==> config.mk <==
export PLATFORM = sky130hd
export DESIGN_NAME = seg_fetch_seq
export DESIGN_NICKNAME = d
export VERILOG_FILES = /design/src/rtl/seqpkg.sv /design/src/rtl/seq_addr_gen.sv /design/src/rtl/seq_lane_steer.sv /design/src/rtl/seq_decode.sv /design/src/rtl/seg_fetch_seq.sv
export SDC_FILE = /design/constraint.sdc
export NUM_CORES = 1
export LEC_CHECK = 0
export ABC_AREA = 1
export BUFFER_PORTS_ARGS = -buffer_cell sky130_fd_sc_hd__buf_4
export CAP_MARGIN = 20
export CORE_UTILIZATION = 55
export CTS_CLUSTER_SIZE = 10
export DETAILED_ROUTE_END_ITERATION = 12
export PLACE_DENSITY = 0.92
export SKIP_CTS_REPAIR_TIMING = 1
export SLEW_MARGIN = 20
export SYNTH_ARGS = -nofsm -noshare
export SYNTH_HDL_FRONTEND = slang
export SYNTH_SLANG_ARGS = --single-unit
==> constraint.sdc <==
create_clock -name clk -period 8.2 [get_ports clk]
set_input_delay 1.23 -clock clk [delete_from_list [all_inputs] [get_ports clk]]
set_output_delay 1.23 -clock clk [all_outputs]
set_load 0.005 [all_outputs]
==> src/rtl/seqpkg.sv <==
package seqpkg;
  typedef enum logic [1:0] {
    MC_OPCODE  = 2'd0,
    MC_OPERAND = 2'd1,
    MC_STORE   = 2'd2,
    MC_STOP    = 2'd3
  } mcyc_e;

  localparam logic [7:0] OPC_BYTE_STORE = 8'h88;
  localparam logic [7:0] OPC_STOP       = 8'hF4;
  localparam logic [7:0] OPND_AL_AT_BX  = 8'h07;
endpackage

==> src/rtl/seq_addr_gen.sv <==
module seq_addr_gen #(
  parameter int SEG_W = 16,
  localparam int PA_W = SEG_W + 4
) (
  input  logic [SEG_W-1:0] seg,
  input  logic [SEG_W-1:0] off,
  output logic [PA_W-1:0]  pa
);
  // segment scaled by sixteen plus offset; carry out of the top bit is dropped
  assign pa = {seg, 4'b0000} + {4'b0000, off};
endmodule

==> src/rtl/seq_lane_steer.sv <==
module seq_lane_steer #(
  parameter int LANES  = 2,
  parameter int LANE_W = 8,
  localparam int SELW  = (LANES > 1) ? $clog2(LANES) : 1,
  localparam int DW    = LANES * LANE_W
) (
  input  logic [SELW-1:0]   sel,
  input  logic              strobe,
  input  logic [LANE_W-1:0] wbyte,
  input  logic [DW-1:0]     rdata,
  output logic [LANES-1:0]  be,
  output logic [DW-1:0]     wdata,
  output logic [LANE_W-1:0] rbyte
);
  for (genvar g = 0; g < LANES; g++) begin : g_lane
    assign be[g] = strobe && (sel == SELW'(g));
    assign wdata[g*LANE_W +: LANE_W] = wbyte;
  end

  always_comb begin
    rbyte = '0;
    for (int i = 0; i < LANES; i++) begin
      if (sel == SELW'(i)) rbyte = rdata[i*LANE_W +: LANE_W];
    end
  end
endmodule

==> src/rtl/seq_decode.sv <==
module seq_decode
  import seqpkg::*;
(
  input  mcyc_e       kind,
  input  logic [7:0]  code,
  output mcyc_e       next_kind,
  output logic        bad
);
  always_comb begin
    next_kind = MC_STOP;
    bad       = 1'b0;
    unique case (kind)
      MC_OPCODE: begin
        if (code == OPC_BYTE_STORE)  next_kind = MC_OPERAND;
        else if (code == OPC_STOP)   next_kind = MC_STOP;
        else                         bad = 1'b1;
      end
      MC_OPERAND: begin
        if (code == OPND_AL_AT_BX)   next_kind = MC_STORE;
        else                         bad = 1'b1;
      end
      MC_STORE: next_kind = MC_OPCODE;
      MC_STOP:  next_kind = MC_STOP;
      default:  next_kind = MC_STOP;
    endcase
  end
endmodule

==> src/rtl/seg_fetch_seq.sv <==
module seg_fetch_seq
  import seqpkg::*;
#(
  parameter int SEG_W      = 16,
  parameter int CYC_STATES = 4,
  parameter int LANES      = 2,
  localparam int LANE_W    = 8,
  localparam int PA_W      = SEG_W + 4,
  localparam int DW        = LANES * LANE_W,
  localparam int SELW      = (LANES > 1) ? $clog2(LANES) : 1,
  localparam int TCW       = (CYC_STATES > 1) ? $clog2(CYC_STATES) : 1
) (
  input  logic              clk,
  input  logic              rst_n,
  input  logic [SEG_W-1:0]  init_cs,
  input  logic [SEG_W-1:0]  init_ip,
  input  logic [SEG_W-1:0]  init_ds,
  input  logic [SEG_W-1:0]  init_bx,
  input  logic [LANE_W-1:0] init_al,
  output logic [PA_W-1:0]   bus_addr,
  output logic              bus_rd,
  output logic              bus_wr,
  output logic [LANES-1:0]  bus_be,
  output logic [DW-1:0]     bus_wdata,
  input  logic [DW-1:0]     bus_rdata,
  output logic              halted,
  output logic              fault
);
  logic [SEG_W-1:0]  cs_q, ip_q, ds_q, bx_q;
  logic [LANE_W-1:0] al_q, byte_q, rbyte, dec_in;
  logic [TCW-1:0]    tcnt;
  mcyc_e             kind_q, kind_nxt;
  logic              fault_q, dec_bad;
  logic              first_t, data_t, last_t, is_store, strobe;
  logic [SEG_W-1:0]  seg_sel, off_sel;

  assign first_t  = (tcnt == '0);
  assign data_t   = (tcnt == TCW'(1));
  assign last_t   = (tcnt == TCW'(CYC_STATES - 1));
  assign is_store = (kind_q == MC_STORE);

  assign seg_sel = is_store ? ds_q : cs_q;
  assign off_sel = is_store ? bx_q : ip_q;

  seq_addr_gen #(.SEG_W(SEG_W)) u_addr (
    .seg (seg_sel),
    .off (off_sel),
    .pa  (bus_addr)
  );

  assign bus_rd = first_t && (kind_q == MC_OPCODE || kind_q == MC_OPERAND);
  assign bus_wr = first_t && is_store;
  assign strobe = bus_rd || bus_wr;

  seq_lane_steer #(.LANES(LANES), .LANE_W(LANE_W)) u_lane (
    .sel    (bus_addr[SELW-1:0]),
    .strobe (strobe),
    .wbyte  (al_q),
    .rdata  (bus_rdata),
    .be     (bus_be),
    .wdata  (bus_wdata),
    .rbyte  (rbyte)
  );

  // the byte arrives in the second clock; take it live there so short cycles still decode it
  assign dec_in = data_t ? rbyte : byte_q;

  seq_decode u_dec (
    .kind      (kind_q),
    .code      (dec_in),
    .next_kind (kind_nxt),
    .bad       (dec_bad)
  );

  always_ff @(posedge clk) begin
    if (!rst_n) begin
      cs_q    <= init_cs;
      ip_q    <= init_ip;
      ds_q    <= init_ds;
      bx_q    <= init_bx;
      al_q    <= init_al;
      byte_q  <= '0;
      tcnt    <= '0;
      kind_q  <= MC_OPCODE;
      fault_q <= 1'b0;
    end else if (kind_q != MC_STOP) begin
      tcnt <= last_t ? '0 : tcnt + TCW'(1);
      if (data_t) byte_q <= rbyte;
      if (last_t) begin
        if (!is_store) ip_q <= ip_q + SEG_W'(1);
        kind_q  <= kind_nxt;
        fault_q <= dec_bad;
      end
    end
  end

  assign halted = (kind_q == MC_STOP);
  assign fault  = fault_q;

  // ---------------- assertions ----------------
  a_r3_strobe_once_per_cycle: assert property (@(posedge clk) disable iff (!rst_n)
    (bus_rd || bus_wr) |=> !(bus_rd || bus_wr));
  a_r3_no_dual_strobe: assert property (@(posedge clk) disable iff (!rst_n)
    !(bus_rd && bus_wr));
  a_r6_single_lane: assert property (@(posedge clk) disable iff (!rst_n)
    (bus_rd || bus_wr) |-> $countones(bus_be) == 1);
  a_r6_idle_lanes: assert property (@(posedge clk) disable iff (!rst_n)
    !(bus_rd || bus_wr) |-> bus_be == '0);
  a_r6_even_lane: assert property (@(posedge clk) disable iff (!rst_n)
    ((bus_rd || bus_wr) && !bus_addr[0]) |-> bus_be[0]);
  a_r7_lane_data: assert property (@(posedge clk) disable iff (!rst_n)
    bus_wr |-> bus_wdata[LANE_W-1:0] == bus_wdata[DW-1 -: LANE_W]);
  a_r2_ip_step: assert property (@(posedge clk) disable iff (!rst_n)
    (bus_rd) |=> (ip_q == $past(ip_q)) || (CYC_STATES == 1));
  a_r5_halt_sticky: assert property (@(posedge clk) disable iff (!rst_n)
    halted |=> halted && $stable(fault));
  a_r5_silent_when_halted: assert property (@(posedge clk) disable iff (!rst_n)
    halted |-> !bus_rd && !bus_wr);
  a_r8_fault_implies_halt: assert property (@(posedge clk) disable iff (!rst_n)
    fault |-> halted);
  a_r4_store_follows_operand: assert property (@(posedge clk) disable iff (!rst_n)
    $rose(is_store) |-> $past(kind_q) == MC_OPERAND);
endmodule

==> impl_metrics.json <==
{
  "setup_slack_ns": 3.45,
  "port_buffers": 131,
  "combPwrFrac_pct": 30.0,
  "yosysSeqAreaShare_pct": 51.4,
  "dpl_cell_area_mm2": 0.00571,
  "clk_path_buf_depth": 2,
  "end_kind": "output port",
  "cts_tree": "done",
  "die_h_um": 94.6,
  "fin_util_pct": 71.6,
  "route.detailed.drc": 0,
  "cts.sinks": 85,
  "syn_nets": 609,
  "synthCells": 502,
  "holdCritPathClass": "reg -> reg",
  "relSlewSlack_pct": 47.0,
  "finalNetCount": 728,
  "place_hpwl_um": 8740,
  "viasPerCell": 5.56,
  "dr.pass1.iters": 5,
  "num_vias": 4065,
  "crit_fanout": 45,
  "dr_wl_met3_um": 782,
  "fin_area_mm2": 0.00591,
  "antenna_found_initial": 0,
  "seqPwrFrac_pct": 44.5,
  "p_per_area_mw_per_mm2": 203,
  "area_delta_synth_final_pct": 25.3,
  "p_int_uw": 823,
  "dieArea_mm2": 0.00895,
  "outcome": "completed",
  "place.gp.congestion": 0.973,
  "grt_pass1_wl_um": 18200,
  "first_global_vias": 3881,
  "drtIter0Drc": 312,
  "maxCapViolCount": 0,
  "switching_share_pct": 31.4,
  "clockRootBuffer": "clkbuf_8",
  "hold_ws_ns": 0.519,
  "rr_startpoint": "ip_q[0]",
  "crit_start": "kind_q[1]",
  "rows": 33,
  "htree_levels": 3,
  "grt_overflow": 0,
  "antennaDiodeCount": 0,
  "wl_met1_um": 4400,
  "grt_setup_unrepaired": "no",
  "routedWlPerCell_um": 16.2,
  "hold_viol_final": 0,
  "synth_area_per_cell_um2": 9.40,
  "ys_warn_count": 0,
  "synthTopCellsByArea": "edfxtp_1 (46%), nand2_1 (9.5%), dfxtp_1 (5.5%), ha_1 (4.2%), inv_1 (4.2%)",
  "core_mm2": 0.00826,
  "layout_commonest_cell": "buf_4",
  "cp.required_ns": 6.97,
  "ys_ff_latch": 85,
  "min-delay-start": "byte_q[2]",
  "final_cell_mix": "buf_4 (132), nand2_1 (119), edfxtp_1 (72)",
  "top_layer": "met4",
  "post-route-period-util_pct": 58.0,
  "yosys.area.top_type_share_pct": 45.8,
  "synth_top_cell_by_area": "edfxtp_1",
  "routed_wl_um": 11800,
  "layout-drive-gt1-share_pct": 28.6,
  "fmax_mhz": 210,
  "clock_latency_ns": 0.36,
  "clkTransAtPathRegs_ns": 0.09,
  "die_x_um": 94.6,
  "ant_nets": 0,
  "synthDistinctLibCells": 37,
  "vdd.ir_drop.worst_mv": 0.144,
  "ios": 132,
  "slew_viol_final": 0,
  "worst_pin_slew_ns": 0.795,
  "fin_skew_ns": 0.00695,
  "met2_length_um": 6080,
  "worst_setup_path_start_kind": "flip-flop",
  "tns_ns": 0,
  "initial_core_util_pct": 57.1,
  "post-place-ws_ns": 3.98,
  "min_period_ns": 4.75,
  "synthesis.area_mm2": 0.00472,
  "async_flop_share_pct": 0,
  "crit_arrival_ns": 3.52,
  "numCtsBuffers": 9,
  "p_leak_uw": 0.00274,
  "timing.final.setup_violations": 0,
  "synthFlopType": "edfxtp_1",
  "synth_edf_count": 72,
  "path_class": "reg -> out",
  "grt_max_degree": 72,
  "p_switching_uw": 377,
  "power_frac_clock_pct": 25.5,
  "grt_use_total_pct": 26.8
}
## cell usage after synthesis (4+ instances only)
master	count
nand3_1	35
dfxtp_1	13
a21oi_1	31
nand2_1	119
xor2_1	17
nor3_1	7
nand4_1	4
clkbuf_1	8
o21ai_0	24
buf_2	5
nor2_1	35
xnor2_1	5
edfxtp_1	72
ha_1	16
mux2_2	16
inv_1	53
buf_4	9
## worst paths after layout
path | endpoint | slack (ns) | depth (start not counted)
worst max-delay path | bus_addr[19] | 3.45 | 12
worst min register to register | byte_q[2] | 0.52 | 2
worst min-delay path | byte_q[2] | 0.52 | 2
worst max register to register | ip_q[12] | 5.97 | 8
## cell type report
class | instances | area [µm²]
timing repair buffer | 132 | 991
sequential | 85 | 2420
fill | 566 | 2350
multi-input combinational | 337 | 1950
inverter | 56 | 211
clock inverter | 7 | 78.8
tap | 105 | 131
clock buffer | 9 | 124
## critical path: stages, from the launching register on
cell	delay [ns]
dfxtp_1	0.62
nand2_8	0.29
mux2_2	0.36
ha_1	0.33
inv_1	0.14
o21ai_0	0.12
a31oi_1	0.28
nand3_1	0.21
nand2_1	0.11
o21ai_0	0.16
nand2_1	0.14
xor2_1	0.24
buf_4	0.16
## state kept, by name, indices dropped and copies added, names as in the netlist
name,cells
ip_q,16
byte_q,8
al_q,8
cs_q,16
kind_q,2
fault,1
bx_q,16
tcnt,2
ds_q,16
## cell families after synthesis
logic type	synth area share [%]
AND/OR/NAND/NOR	20.7
flip-flops	51.4
buffers and inverters	7.24
AO/OA/AOI/OAI	7.19
XOR/XNOR	4.08
multiplexers	4.75
adder cells (fa/ha/maj)	4.67
## per-stage QoR
step | total power (µW) | std cells
after floorplan | 737 | 502
after global placement | 870 | 715
after detailed placement | 893 | 715
after CTS | 1200 | 731
after global routing | 1250 | 731
final | 1200 | 731
## power groups by stage
stage                     sequential (µW)  combinational, µW  clock (µW)
final                                 534                360         306
after global routing                  538                390         321
after CTS                             534                356         309
after detailed placement              543                350           0
after global placement                540                331           0
after floorplan                       535                202           0
## per-layer routing
metal	vias to the layer above	track usage, %
met5	-	0
met4	0	14.3
met3	59	5.39
met2	227	45.7
met1	1863	31.7
li1	1916	-
Note: power is estimated with default switching activity, not from simulation.
